[config.mk]
export PLATFORM = sky130hd
export DESIGN_NAME = bexp_rescaler
export DESIGN_NICKNAME = d
export VERILOG_FILES = /design/src/rtl/bexp_pkg.sv /design/src/rtl/bexp_assign.sv /design/src/rtl/bexp_tap_shift.sv /design/src/rtl/bexp_rescaler.sv
export SDC_FILE = /design/constraint.sdc
export NUM_CORES = 1
export LEC_CHECK = 0
export ABC_CLOCK_PERIOD_IN_PS = 8000
export BUFFER_PORTS_ARGS = -buffer_cell sky130_fd_sc_hd__buf_2
export CAP_MARGIN = 20
export CELL_PAD_IN_SITES_DETAIL_PLACEMENT = 0
export CELL_PAD_IN_SITES_GLOBAL_PLACEMENT = 1
export CORE_MARGIN = 2
export CORE_UTILIZATION = 30
export CTS_CLUSTER_DIAMETER = 60
export DETAILED_ROUTE_END_ITERATION = 6
export PLACE_DENSITY = 0.61
export SLEW_MARGIN = 20
export SYNTH_ARGS = -nofsm -noshare
export SYNTH_HDL_FRONTEND = slang
export SYNTH_SLANG_ARGS = --single-unit
[constraint.sdc]
create_clock -name clk -period 8 [get_ports clk]
set_input_delay 1.2 -clock clk [delete_from_list [all_inputs] [get_ports clk]]
set_output_delay 1.2 -clock clk [all_outputs]
set_load 0.01 [all_outputs]
[src/rtl/bexp_pkg.sv]
// Shared types of the block exponent assignment and rescaler.
// Assumes nothing beyond IEEE 1800-2017 packages.
package bexp_pkg;

    // Which rule picked the exponent of the block being started.
    typedef enum logic [1:0] {
        BLK_FIRST  = 2'd0,
        BLK_GROW   = 2'd1,
        BLK_SHRINK = 2'd2
    } blk_kind_e;

endpackage

[src/rtl/bexp_assign.sv]
// Chooses the scaling factor and common exponent of each block from the
// raw exponent of the new block and the one kept from the previous block,
// and produces the signed exponent step. Values are registered at a block
// start and held until the next one.
// Assumes: SMIN is small enough that raw exponent + SMIN fits in GAM_W bits.
module bexp_assign
    import bexp_pkg::*;
#(
    parameter int EXP_W   = 4,
    parameter int SMIN    = 2,
    parameter int GAM_W   = EXP_W + 1,
    parameter int DELTA_W = EXP_W + 1,
    parameter int S_W     = EXP_W + 2
) (
    input  logic                      clk,
    input  logic                      rst_n,
    input  logic                      blk_start,
    input  logic signed [EXP_W-1:0]   ex_in,
    output logic [S_W-1:0]            s_out,
    output logic [GAM_W-1:0]          gam_out,
    output logic [DELTA_W-1:0]        delta_out,
    output logic [DELTA_W-1:0]        delta_nxt
);
    localparam int IW = EXP_W + 3;

    logic                     started_q;
    logic signed [EXP_W-1:0]  prev_ex_q;
    logic [GAM_W-1:0]         gam_q;
    logic [S_W-1:0]           s_q;
    logic [DELTA_W-1:0]       delta_q;

    logic signed [IW-1:0]     ex_w, prev_w, gam_w, smin_w;
    logic signed [IW-1:0]     gam_nxt_w, s_nxt_w, dlt_w;
    blk_kind_e                kind;

    // Widen the exponents and classify the block against the previous one.
    always_comb begin
        ex_w   = {{(IW-EXP_W){ex_in[EXP_W-1]}}, ex_in};
        prev_w = {{(IW-EXP_W){prev_ex_q[EXP_W-1]}}, prev_ex_q};
        gam_w  = {{(IW-GAM_W){gam_q[GAM_W-1]}}, gam_q};
        smin_w = IW'(SMIN);
        if (!started_q)
            kind = BLK_FIRST;
        else if (ex_w >= prev_w)
            kind = BLK_GROW;
        else
            kind = BLK_SHRINK;
    end

    // Pick exponent, scaling factor and step for the block being started.
    always_comb begin
        unique case (kind)
            BLK_SHRINK: begin
                gam_nxt_w = prev_w + smin_w;
                s_nxt_w   = prev_w - ex_w + smin_w;
            end
            default: begin
                gam_nxt_w = ex_w + smin_w;
                s_nxt_w   = smin_w;
            end
        endcase
        dlt_w = (kind == BLK_FIRST) ? '0 : (gam_nxt_w - gam_w);
    end

    // Capture the block's exponent state at its first sample.
    always_ff @(posedge clk) begin
        if (!rst_n) begin
            started_q <= 1'b0;
            prev_ex_q <= '0;
            gam_q     <= '0;
            s_q       <= S_W'(SMIN);
            delta_q   <= '0;
        end else if (blk_start) begin
            started_q <= 1'b1;
            prev_ex_q <= ex_in;
            gam_q     <= gam_nxt_w[GAM_W-1:0];
            s_q       <= s_nxt_w[S_W-1:0];
            delta_q   <= dlt_w[DELTA_W-1:0];
        end
    end

    assign s_out     = s_q;
    assign gam_out   = gam_q;
    assign delta_out = delta_q;
    assign delta_nxt = dlt_w[DELTA_W-1:0];

    // Views used by the checks below.
    logic signed [IW-1:0] split_w;
    logic signed [IW-1:0] s_iw, d_iw;
    assign s_iw    = {{(IW-S_W){1'b0}}, s_q};
    assign d_iw    = {{(IW-DELTA_W){delta_q[DELTA_W-1]}}, delta_q};
    assign split_w = gam_w - s_iw;

    p_hold_r8: assert property (@(posedge clk) disable iff (!rst_n)
        !blk_start |=> $stable(s_q) && $stable(gam_q) && $stable(delta_q));

    p_first_step_r2: assert property (@(posedge clk) disable iff (!rst_n)
        blk_start && !started_q |=> delta_q == '0);

    p_step_diff_r5: assert property (@(posedge clk) disable iff (!rst_n)
        blk_start && started_q |=> delta_q == DELTA_W'(gam_q - $past(gam_q)));

    p_exp_split_r4: assert property (@(posedge clk) disable iff (!rst_n)
        blk_start |=> split_w == $past(ex_w));

    p_eff_scale_r9: assert property (@(posedge clk) disable iff (!rst_n)
        blk_start && started_q |=> ($past(s_iw) + d_iw) >= IW'(SMIN));

endmodule

[src/rtl/bexp_tap_shift.sv]
// Captures the carried-over delay-line mantissas at a block start and
// shifts each by a signed amount: positive is an arithmetic right shift,
// negative a left shift by the magnitude. Holds between block starts.
// Assumes: amount magnitudes beyond the mantissa width flush to sign or zero.
module bexp_tap_shift #(
    parameter int MANT_W = 12,
    parameter int NCARRY = 3,
    parameter int AMT_W  = 5
) (
    input  logic                      clk,
    input  logic                      rst_n,
    input  logic                      load,
    input  logic signed [AMT_W-1:0]   amt,
    input  logic [NCARRY*MANT_W-1:0]  taps_in,
    output logic [NCARRY*MANT_W-1:0]  taps_out
);
    logic [AMT_W-1:0]             mag;
    logic                         go_left;
    logic [NCARRY*MANT_W-1:0]     shifted;
    logic [NCARRY*MANT_W-1:0]     taps_q;

    // Split the signed amount into direction and magnitude.
    always_comb begin
        go_left = amt[AMT_W-1];
        mag     = go_left ? AMT_W'(-amt) : AMT_W'(amt);
    end

    for (genvar j = 0; j < NCARRY; j++) begin : g_tap
        logic signed [MANT_W-1:0] v;
        logic signed [MANT_W-1:0] r;
        assign v = taps_in[j*MANT_W +: MANT_W];
        // Shift one mantissa in the chosen direction.
        always_comb begin
            if (go_left)
                r = v << mag;
            else
                r = v >>> mag;
        end
        assign shifted[j*MANT_W +: MANT_W] = r;
    end

    // Register the rescaled taps only at a block start.
    always_ff @(posedge clk) begin
        if (!rst_n)
            taps_q <= '0;
        else if (load)
            taps_q <= shifted;
    end

    assign taps_out = taps_q;

    p_carry_hold_r8: assert property (@(posedge clk) disable iff (!rst_n)
        !load |=> $stable(taps_q));

    p_zero_shift_r6: assert property (@(posedge clk) disable iff (!rst_n)
        load && amt == '0 |=> taps_q == $past(taps_in));

endmodule

[src/rtl/bexp_rescaler.sv]
// Top of the block exponent assignment and carry-over tap rescaler.
// At each block start it picks the block's scaling factor and common
// exponent, and rescales the TAPS-1 carried-over taps twice: once for the
// filter and once with an extra SMIN for the weight-update path.
// Assumes: TAPS >= 2; blk_start is a single-cycle pulse per block.
module bexp_rescaler #(
    parameter int TAPS   = 4,
    parameter int MANT_W = 12,
    parameter int EXP_W  = 4
) (
    input  logic                             clk,
    input  logic                             rst_n,
    input  logic                             blk_start,
    input  logic signed [EXP_W-1:0]          ex_raw,
    input  logic [(TAPS-1)*MANT_W-1:0]       carry_in,
    output logic [EXP_W+1:0]                 scale_out,
    output logic [EXP_W:0]                   blk_exp,
    output logic [EXP_W:0]                   exp_step,
    output logic [(TAPS-1)*MANT_W-1:0]       carry_filt,
    output logic [(TAPS-1)*MANT_W-1:0]       carry_upd,
    output logic                             carry_vld
);
    localparam int SMIN    = $clog2(TAPS);
    localparam int NCARRY  = TAPS - 1;
    localparam int GAM_W   = EXP_W + 1;
    localparam int DELTA_W = EXP_W + 1;
    localparam int S_W     = EXP_W + 2;
    localparam int UAMT_W  = DELTA_W + 1;

    logic [DELTA_W-1:0]        delta_nxt;
    logic signed [UAMT_W-1:0]  upd_amt;
    logic                      vld_q;

    bexp_assign #(
        .EXP_W  (EXP_W),
        .SMIN   (SMIN),
        .GAM_W  (GAM_W),
        .DELTA_W(DELTA_W),
        .S_W    (S_W)
    ) i_assign (
        .clk      (clk),
        .rst_n    (rst_n),
        .blk_start(blk_start),
        .ex_in    (ex_raw),
        .s_out    (scale_out),
        .gam_out  (blk_exp),
        .delta_out(exp_step),
        .delta_nxt(delta_nxt)
    );

    // Weight-update copy uses the step reduced by SMIN.
    assign upd_amt = $signed({delta_nxt[DELTA_W-1], delta_nxt}) - UAMT_W'(SMIN);

    bexp_tap_shift #(
        .MANT_W(MANT_W),
        .NCARRY(NCARRY),
        .AMT_W (DELTA_W)
    ) i_filt (
        .clk     (clk),
        .rst_n   (rst_n),
        .load    (blk_start),
        .amt     ($signed(delta_nxt)),
        .taps_in (carry_in),
        .taps_out(carry_filt)
    );

    bexp_tap_shift #(
        .MANT_W(MANT_W),
        .NCARRY(NCARRY),
        .AMT_W (UAMT_W)
    ) i_upd (
        .clk     (clk),
        .rst_n   (rst_n),
        .load    (blk_start),
        .amt     (upd_amt),
        .taps_in (carry_in),
        .taps_out(carry_upd)
    );

    // Flag the cycle in which freshly rescaled taps are presented.
    always_ff @(posedge clk) begin
        if (!rst_n)
            vld_q <= 1'b0;
        else
            vld_q <= blk_start;
    end

    assign carry_vld = vld_q;

    p_vld_after_start_r8: assert property (@(posedge clk) disable iff (!rst_n)
        blk_start |=> carry_vld);

    p_vld_quiet_r8: assert property (@(posedge clk) disable iff (!rst_n)
        !blk_start |=> !carry_vld);

endmodule

==> results of run 1 <==
-- cell families (layout without fill, tap and decap cells) --
| family | Yosys count | count (layout) | share of synthesized area (%) |
|---|---|---|---|
| AOI/OAI and AO/OA | 490 | 490 | 34.1 |
| xor gates and xnor gates | 14 | 14 | 1.39 |
| adders and majority gates | 17 | 17 | 2.30 |
| buffers and inverters | 148 | 212 | 6.12 |
| DFF | 94 | 94 | 19.0 |
| muxes | 121 | 121 | 17.9 |
| and+or+nand+nor | 425 | 425 | 19.2 |
-- synthesized netlist by cell type (5+ instances only) --
cell | instances | area [um2]
a32oi_1 | 6 | 52.6
o41ai_1 | 6 | 52.6
o221ai_1 | 10 | 87.6
mux4_2 | 43 | 968
a221oi_1 | 14 | 123
a311oi_1 | 8 | 70.1
buf_2 | 28 | 140
o221a_2 | 7 | 78.8
nor4_1 | 10 | 62.6
a41oi_1 | 5 | 43.8
ha_1 | 15 | 188
and3_1 | 6 | 37.5
nand2_1 | 142 | 533
nand4_1 | 7 | 43.8
a21o_1 | 11 | 82.6
or3_1 | 9 | 56.3
o2bb2ai_1 | 10 | 87.6
xnor2_1 | 8 | 70.1
a32o_1 | 6 | 60.1
o21a_1 | 5 | 37.5
a22o_1 | 7 | 61.3
a21boi_0 | 11 | 82.6
buf_1 | 11 | 41.3
a31oi_1 | 46 | 288
o211ai_1 | 28 | 210
a21oi_1 | 95 | 475
a211oi_1 | 17 | 128
mux2_2 | 16 | 180
nor3_1 | 36 | 180
o22a_1 | 6 | 52.6
nand3_1 | 41 | 205
and2_1 | 16 | 100
inv_1 | 19 | 71.3
mux2i_1 | 62 | 621
nor2_1 | 135 | 507
clkbuf_1 | 83 | 312
o32ai_1 | 5 | 43.8
dfxtp_1 | 94 | 1880
o22ai_1 | 8 | 50.1
a22oi_1 | 10 | 75.1
o21ai_0 | 116 | 581
-- final cells by class --
cell class / instances / area (um2) / area share [%]
Clock buffer: 12 / 256 / 2.27
Clock inverter: 4 / 53.8 / 0.476
Inverter: 22 / 83.8 / 0.742
Multi-Input combinational cell: 1067 / 7480 / 66.2
Sequential cell: 94 / 1880 / 16.7
Tap cell: 442 / 553 / 4.89
Timing Repair Buffer: 174 / 993 / 8.79
-- registers in the layout (all words and copies together) (netlist names) --
| register | count |
|---|---|
| i_assign.delta_out | 5 |
| i_assign.prev_ex_q | 4 |
| carry_vld | 1 |
| i_assign.gam_out | 5 |
| i_assign.started_q | 1 |
| i_assign.s_out | 6 |
| i_upd.taps_out | 36 |
| i_filt.taps_out | 36 |
-- final timing paths --
check / start / to / slack (ps) / cells after the start
setup / recovery: ex_raw[2] / i_upd.taps_out[18]$_SDFFE_PN0P_ / 750 / 24
hold reg to reg: i_assign.s_out[5]$_SDFFE_PN0P_ / i_assign.s_out[5]$_SDFFE_PN0P_ / 460 / 2
hold / removal: i_assign.s_out[5]$_SDFFE_PN0P_ / i_assign.s_out[5]$_SDFFE_PN0P_ / 460 / 2
setup reg to reg: i_assign.prev_ex_q[2]$_SDFFE_PN0P_ / i_upd.taps_out[18]$_SDFFE_PN0P_ / 1330 / 22
-- power breakdown --
group	internal, mW	leakage [nW]	total [mW]	switching, mW
Clock	0.261	0.145	0.477	0.216
Sequential	0.544	0.777	0.595	0.0511
Combinational	0.688	3.55	2.04	1.36
Total	1.49	4.47	3.12	1.62
-- critical path, cell delays in order --
cell and delay, ps:
buf_2 90, inv_1 60, ha_1 360, nand3b_1 120
and3_1 240, nor2_1 360, mux2i_1 420, inv_1 130
ha_1 310, ha_1 380, xor2_1 420, nor2_1 150
inv_1 150, ha_1 400, nand2_1 240, nand3_1 120
a221o_1 290, a21oi_1 150, a221o_1 190, a32o_1 380
nand2_1 350, nor2_1 560, a22oi_1 230, a31oi_1 230
-- through the flow --
step	instances	power (mW)
2_1_floorplan	1309	1.88
3_3_place_gp	1799	2.62
3_5_place_dp	1799	2.59
4_1_cts	1815	3.08
5_1_grt	1815	3.27
6_report	1815	3.12
-- layer usage --
metal,GRT usage (%),vias up,wire length [um]
li1,-,5145,-
met1,39.2,5603,21600
met2,43.1,661,21400
met3,4.66,109,4010
met4,12.5,0,2070
met5,0,-,0
==> qor.txt, run 1 <==
Clock Skew: 10.7 ps
Pin count of the biggest net entering global routing: 84
GPL Wtd Cong: 0.979
WL/cell: 27.1 um
Dpl ws: 517 ps
Hold_ws: 460 ps
CTS root buf: clkbuf_16
Final Hold Fails: 0
H-tree lvl count: 3
Util after Layout: 34.7%
Postcts setup bufs: 0
Commonest non-fill, non-tap cell in the layout: nand2_1
Ant. Diodes: 0
Critical path endpoint category: register
Clk Latency, worst-skew pair: 380 ps
# setup viols final: 0
Detailed placement HPWL: 35700 um
Unrepaired setup endpoints after global routing: no
Gate Count Post-Synth: 1309
Final Cycle Share: 90.6%
IO buf count: 131
Final WL: 49100 um
Startpoint Class: primary input
Vias: 11500
Worst Hold Class: register to register
Commonest non-fill, non-tap cells in the layout: nand2_1, nor2_1, buf_2
Number of enable flip-flop cells after synthesis: 0
Distinct cells, synth: 90
Fraction of layout cells with a size suffix above 1: 20.6%
DR vias/cell: 6.35
First-pass DRT Iterations: 6
WS Path Type: primary input to register
Gr ovfl total: 0
CTS max path bufs: 2
PostCTS Resize Cnt: 0
Status: finished clean
Clk sinks: 94
Mean post-synth cell area: 7.56 um2
Peak supply drop: 0.148 mV
Initial antenna violation count: 0
Final non-filler cell area: 11300 um2
Period minus WS final: 7250 ps
Core Area: 32500 um2
Tot GR Track Use: 28.3%
Seq/Total Area, Yosys: 19.0%
F_max: 0.138 GHz
Drt drc: 0
Synth Register Bits: 94
Nets: 1428
Max_cap viols: 0
Synth warnings: 0
Asr flop ratio synth: 0%
Post-route setup TNS: 0 ps
First DRT Iteration DRCs: 1392
Setup WS post-layout: 749 ps
Post-Syn Nets: 1369
CTS clock-pin slew for the worst setup and hold paths: 70 ps
Die Wd: 186 um
Initial core utilization: 30.4%
Number of global-route vias before repair: 10900
FP Rows: 66
CTS tree: yes
Worst EP arrival: 7560 ps
Tightest Pin Transition: 1040 ps
Leak: 4.47 nW
Area Overhead vs Synth: 14.2%
CTS Hold Bufs: 0
TritonCTS Buffers: 9
Most used DFF post-synth: dfxtp_1
Crit path required time: 8310 ps
# IOs: 132
Fillers: 3581
Area of the die: 34500 um2
First-pass GRT wire length: 72500 um
ANT nets after route: 0
Fin. max-slew vios: 0
Die Y: 186 um
Synthesized area: 9900 um2
Cell Area, Placed: 11000 um2
Rel. slew slack: 30.2%
PD cells: 276 nW/um2
Maximum fanout along the worst path: 7
Power figures use the tool's default switching activity.
==> run 2, diff against run 1 <==
--- a/config.mk
+++ b/config.mk
@@ -14,6 +14,7 @@
 export CORE_UTILIZATION = 30
 export CTS_CLUSTER_DIAMETER = 60
 export DETAILED_ROUTE_END_ITERATION = 6
+export GPL_TIMING_DRIVEN = 0
 export PLACE_DENSITY = 0.61
 export SLEW_MARGIN = 20
 export SYNTH_ARGS = -nofsm -noshare
==> qor.txt, run 2 (synthesis gave the netlist of run 1 again) <==
F_max: 0.128 GHz (-7.1%)
Commonest non-fill, non-tap cells in the layout: buf_2, nand2_1, nor2_1
CTS clock-pin slew for the worst setup and hold paths: 70 ps (about the same)
Tightest Pin Transition: 1190 ps (+143 ps)
Vias: 12600 (+9.7%)
Clock Skew: 12.5 ps (+1.85 ps)
Crit path required time: 8320 ps (about the same)
CTS max path bufs: 2 (unchanged)
Final non-filler cell area: 11500 um2 (+1.4%)
Area of the die: 34500 um2 (unchanged)
Commonest non-fill, non-tap cell in the layout: buf_2
Reg2reg start: i_assign.prev_ex_q[1]$_SDFFE_PN0P_
DR vias/cell: 6.67 (+5.0%)
Setup WS post-layout: 197 ps (-553 ps)
Gr ovfl total: 0 (unchanged)
PD cells: 292 nW/um2 (+5.9%)
Die Y: 186 um (unchanged)
Hold wc startpoint: i_assign.s_out[5]$_SDFFE_PN0P_
Fraction of layout cells with a size suffix above 1: 19.3% (-1.4 points)
# setup viols final: 0 (unchanged)
Max_cap viols: 0 (unchanged)
Maximum fanout along the worst path: 11 (+4)
Post-route setup TNS: 0 ps (unchanged)
CTS tree: yes
Rel. slew slack: 18.5% (-12 points)
Fin. max-slew vios: 0 (unchanged)
First-pass GRT wire length: 93200 um (+29%)
Drt drc: 0 (unchanged)
Area Overhead vs Synth: 15.8%
Total design power: 3.35 mW (+7.4%)
Startpoint Class: primary input
Cell Area, Placed: 11100 um2 (+0.88%)
Initial antenna violation count: 0 (unchanged)
ANT nets after route: 0 (unchanged)
First-pass DRT Iterations: 6 (unchanged)
Status: finished clean
CTS Hold Bufs: 0 (unchanged)
Number of global-route vias before repair: 12100 (+11%)
Ant. Diodes: 0 (unchanged)
Critical path endpoint category: register
WL/cell: 35.3 um (+30%)
IO buf count: 125 (-4.6%)
Die Wd: 186 um (unchanged)
Leak: 4.51 nW (+0.83%)
Worst Hold Class: register to register
Tot GR Track Use: 38.8% (+11 points)
FP Rows: 66 (unchanged)
Worst setup startpoint: ex_raw[3]
Worst EP arrival: 8130 ps (+570 ps)
Clk Latency, worst-skew pair: 400 ps (+20 ps)
Core Area: 32500 um2 (unchanged)
Initial core utilization: 30.4% (unchanged)
Detailed placement HPWL: 51300 um (+43%)
Pin count of the biggest net entering global routing: 16 (-81%)
Final Hold Fails: 0 (unchanged)
Final WL: 66900 um (+36%)
TritonCTS Buffers: 9 (unchanged)
Final Cycle Share: 97.5% (+6.9 points)
H-tree lvl count: 3 (unchanged)
Nets: 1509 (+5.7%)
Unrepaired setup endpoints after global routing: no
CTS root buf: clkbuf_16
Util after Layout: 35.2% (+0.50 points)
Period minus WS final: 7800 ps (+553 ps)
# IOs: 132 (unchanged)
GPL Wtd Cong: 1.01 (+2.9%)
WS Path Type: primary input to register
First DRT Iteration DRCs: 1581 (+14%)
Peak supply drop: 0.130 mV (-12%)
Clk sinks: 94 (unchanged)
Dpl ws: -809 ps (-1330 ps)
==> run 2: cell count changes in the layout (fill, tap and decap cells not counted), moves of 3 or more <==
cell,change
clkbuf_1,+76
buf_4,-35
buf_2,+24
buf_1,+9
clkbuf_2,+8
nor2_2,+4
nor2_1,-3
==> run 2: final timing paths <==
kind	endpoint	slack, ps	cells after the start
worst max-delay path	i_upd.taps_out[18]$_SDFFE_PN0P_	200	24
worst min-delay path	i_assign.s_out[5]$_SDFFE_PN0P_	460	2
worst max register to register	i_upd.taps_out[18]$_SDFFE_PN0P_	740	22
worst min register to register	i_assign.s_out[5]$_SDFFE_PN0P_	460	2
==> run 2: what timing repair did <==
item | in CTS | in global routing
pin swaps | 0 | 2
setup buffers | 0 | 4
gates resized for setup | 4 | 16
setup endpoints to repair | 20 | 60
==> run 2: area by class of cell <==
class	count	area, um2
Timing Repair Buffer	129	656
Buffer	126	534
Clock buffer	12	256
Inverter	22	82.6
Sequential cell	94	1880
Multi-Input combinational cell	1067	7470
Clock inverter	4	30.0
Fill cell	3605	21100
Tap cell	442	553
==> run 2: layer usage <==
metal / track usage (%) / wire (um) / vias to the layer above
met3: 7.81 / 5740 / 280
met5: 0 / 0 / -
met4: 24.8 / 5100 / 0
met2: 61.0 / 29400 / 909
met1: 48.5 / 26700 / 6134
li1: - / - / 5316
==> run 2: through the flow <==
stage          cells  hold slack, ps
6_report        1896             457
5_1_grt         1896             476
4_1_cts         1892             460
3_5_place_dp    1876             449
3_3_place_gp    1876             448
2_1_floorplan   1309             483
==> run 2: critical path: stages <==
cell and delay, ps:
buf_2 120, inv_1 50, ha_1 340, nand2b_1 150, nand3_1 220, nor2_4 300, mux2i_1 440, ha_1 380
nor2_1 360, clkinv_1 380, clkbuf_1 370, clkbuf_2 350, clkbuf_2 350, ha_1 330, nand2_1 120, nand3_1 110
a221o_1 290, a21oi_1 130, a221o_1 170, a32o_1 430, nand2_1 420, nor2_1 610, a22oi_1 260, a31oi_1 230
==> run 2: power breakdown <==
group | total, mW | switching (mW) | internal (mW)
logic | 2.29 | 1.62 | 0.671
clock network | 0.465 | 0.235 | 0.230
registers | 0.589 | 0.0454 | 0.544
==> run 3, diff against run 2 <==
--- a/config.mk
+++ b/config.mk
@@ -5,6 +5,7 @@
 export SDC_FILE = /design/constraint.sdc
 export NUM_CORES = 1
 export LEC_CHECK = 0
+export ABC_AREA = 1
 export ABC_CLOCK_PERIOD_IN_PS = 8000
 export BUFFER_PORTS_ARGS = -buffer_cell sky130_fd_sc_hd__buf_2
 export CAP_MARGIN = 20
@@ -15,7 +16,7 @@
 export CTS_CLUSTER_DIAMETER = 60
 export DETAILED_ROUTE_END_ITERATION = 6
 export GPL_TIMING_DRIVEN = 0
-export PLACE_DENSITY = 0.61
+export PLACE_DENSITY = 0.65
 export SLEW_MARGIN = 20
 export SYNTH_ARGS = -nofsm -noshare
 export SYNTH_HDL_FRONTEND = slang
==> qor.txt, run 3 <==
Setup WS post-layout: 1010 ps (+811 ps)
Fillers: 3513 (-2.6%)
Most used DFF post-synth: dfxtp_1
Period minus WS final: 6990 ps (-811 ps)
Number of global-route vias before repair: 11300 (-7.2%)
Clk Latency, worst-skew pair: 380 ps (-20 ps)
Startpoint Class: primary input
First DRT Iteration DRCs: 1307 (-17%)
PD cells: 310 nW/um2 (+6.1%)
First-pass DRT Iterations: 6 (unchanged)
WS Path Type: primary input to register
Tightest Pin Transition: 1140 ps (-52.9 ps)
Pin count of the biggest net entering global routing: 17 (+1)
Main area contributors after synthesis: dfxtp_1, nand2_1, o21ai_0
CTS tree: yes
Final WL: 54800 um (-18%)
CTS clock-pin slew for the worst setup and hold paths: 80 ps (about the same)
H-tree lvl count: 3 (unchanged)
CTS root buf: clkbuf_16
FP Rows: 64 (-3.0%)
# setup viols final: 0 (unchanged)
Gate Count Post-Synth: 1608 (+23%)
CTS Hold Bufs: 0 (unchanged)
Ant. Diodes: 0 (unchanged)
Critical path endpoint category: register
Seq pwr share: 17.4% (-0.2 points)
Mean post-synth cell area: 5.71 um2 (-25%)
Worst Hold Class: register to register
Vias: 12000 (-5.3%)
# IOs: 132 (unchanged)
P_sw: 1.91 mW (+0.36%)
Peak supply drop: 0.134 mV (+3.0%)
CTS max path bufs: 2 (unchanged)
Leak: 4.97 nW (+10%)
Maximum fanout along the worst path: 10 (-1)
Rel. slew slack: 24.3% (+5.8 points)
F_max: 0.143 GHz (+12%)
Dpl ws: 741 ps (+1550 ps)
Core Area: 30300 um2 (-6.7%)
Fraction of layout cells with a size suffix above 1: 13.8% (-5.5 points)
DR vias/cell: 5.58 (-16%)
Commonest non-fill, non-tap cells in the layout: nand2_1, o21ai_0, buf_2
Synth top cells by count: nand2_1, o21ai_0, a21oi_1
Initial core utilization: 30.2% (-0.18 points)
Switching Share: 58.2% (+1.4 points)
Area of the die: 32000 um2 (-7.1%)
Worst EP arrival: 7230 ps (-900 ps)
Total design power: 3.28 mW (-2.0%)
Post-route setup TNS: 0 ps (unchanged)
Final Hold Fails: 0 (unchanged)
Status: finished clean
Max_cap viols: 0 (unchanged)
Synth top area share: 20.5% (+1.5 points)
Detailed placement HPWL: 45100 um (-12%)
Synth Register Bits: 94 (unchanged)
GPL Wtd Cong: 1.03 (+2.8%)
Seq/Total Area, Yosys: 20.5% (+1.5 points)
Clock Skew: 12.5 ps (-0.0612 ps)
Post-Syn Nets: 1668 (+22%)
ANT nets after route: 0 (unchanged)
Postcts setup bufs: 0 (unchanged)
Comb power frac: 69.6% (+1.1 points)
Placed Cells: 2130 (+14%)
Clk sinks: 94 (unchanged)
IO buf count: 126 (+0.80%)
WL/cell: 25.5 um (-28%)
Final Cycle Share: 87.4% (-10 points)
Fin. max-slew vios: 0 (unchanged)
PostCTS Resize Cnt: 0 (-4)
Die Y: 179 um (-3.6%)
Dominant cell type by area after synthesis: dfxtp_1
Asr flop ratio synth: 0% (unchanged)
Area Overhead vs Synth: 15.3%
Top-count cell post-synth: nand2_1
Nets: 1805 (+20%)
Gr ovfl total: 0 (unchanged)
First-pass GRT wire length: 77900 um (-16%)
Die Wd: 179 um (-3.6%)
Drt drc: 0 (unchanged)
Initial antenna violation count: 0 (unchanged)
Number of enable flip-flop cells after synthesis: 0 (unchanged)
Commonest non-fill, non-tap cell in the layout: nand2_1
FF+latch area: 1880 um2 (unchanged)
Cell-internal power: 1.37 mW (-5.1%)
Multi-input gate area: 6230 um2 (-17%)
Tot GR Track Use: 34.1% (-4.7 points)
Distinct cells, synth: 54 (-40%)
Clock power frac: 13.0% (-0.9 points)
TritonCTS Buffers: 9 (unchanged)
Synthesized area: 9180 um2 (-7.3%)
Crit path required time: 8240 ps (-80 ps)
Unrepaired setup endpoints after global routing: no
Non-filler cells, final: 2146 (+13%)
Synth warnings: 0 (unchanged)
## run 3: cell types whose count changed in the layout (fill, tap and decap cells not counted), moves of 39 or more
cell     before  now
nand2_1     142  453
o21ai_0     115  303
inv_1        19  125
mux2i_1      62    7
nor2_1      131   86
mux4_2       43    0
a21oi_1      95  134
## run 3: final timing paths
path | startpoint | endpoint | slack, ps | cells after the start
max | ex_raw[2] | i_upd.taps_out[19]$_SDFFE_PN0P_ | 1010 | 24
min | i_assign.s_out[5]$_SDFFE_PN0P_ | i_assign.s_out[5]$_SDFFE_PN0P_ | 470 | 2
max reg2reg | i_assign.prev_ex_q[2]$_SDFFE_PN0P_ | i_upd.taps_out[19]$_SDFFE_PN0P_ | 1650 | 22
min reg2reg | i_assign.s_out[5]$_SDFFE_PN0P_ | i_assign.s_out[5]$_SDFFE_PN0P_ | 470 | 2
## run 3: area by class of cell
type / instances / area share [%]
inverter: 136 / 4.82
clock inverter: 5 / 0.378
clock buffer: 11 / 2.29
multi-input combinational: 1259 / 58.8
buffer: 119 / 5.26
timing repair buffer: 126 / 5.96
tap: 396 / 4.68
sequential: 94 / 17.8
## run 3: layer usage
layer	up-vias	wire length [um]	GRT usage, %
li1	5682	-	-
met1	5631	23700	43.9
met2	527	24200	54.0
met3	127	3840	6.49
met4	0	3020	17.5
met5	-	0	0
## run 3: critical path: stages
cell	delay, ps
buf_2	100
inv_1	50
ha_1	370
a21oi_2	160
nand4_1	160
nand2_2	170
inv_2	70
o21ai_0	250
ha_1	250
fa_1	430
nor2_1	530
inv_1	230
ha_1	280
nand2_2	110
nand2_1	180
nor2_1	200
nand4_2	450
inv_2	310
clkbuf_1	400
o21ai_0	160
o21ai_1	300
o21ai_0	320
o22ai_1	380
a31oi_1	130
## run 3: power by group through the flow
stage | clock network [mW] | logic, mW | registers [mW]
3_5_place_dp | 0 | 2.22 | 0.583
5_1_grt | 0.453 | 2.44 | 0.580
3_3_place_gp | 0 | 2.25 | 0.581
2_1_floorplan | 0 | 1.34 | 0.612
4_1_cts | 0.438 | 2.23 | 0.572
6_report | 0.426 | 2.28 | 0.572
## run 3: per-stage QoR
step | hold slack, ps | util [%] | cell area, um2
after detailed placement | 455 | 34.0 | 10300
after global routing | 487 | 34.9 | 10600
after floorplan | 457 | - | 9180
final | 467 | 34.9 | 10600
after CTS | 470 | 34.9 | 10600
after global placement | 452 | 34.0 | 10300
## run 3: cells by family (layout without fill, tap and decap cells)
kind of cell / Yosys count / in the layout / share of synthesized area, %
AO/OA/AOI/OAI: 565 / 565 / 33.6
flip-flops: 94 / 94 / 20.5
buffers and inverters: 255 / 397 / 11.6
XOR/XNOR: 7 / 7 / 0.954
adder cells (fa/ha/maj): 17 / 17 / 2.48
AND/OR/NAND/NOR: 663 / 663 / 30.1
multiplexers: 7 / 7 / 0.763
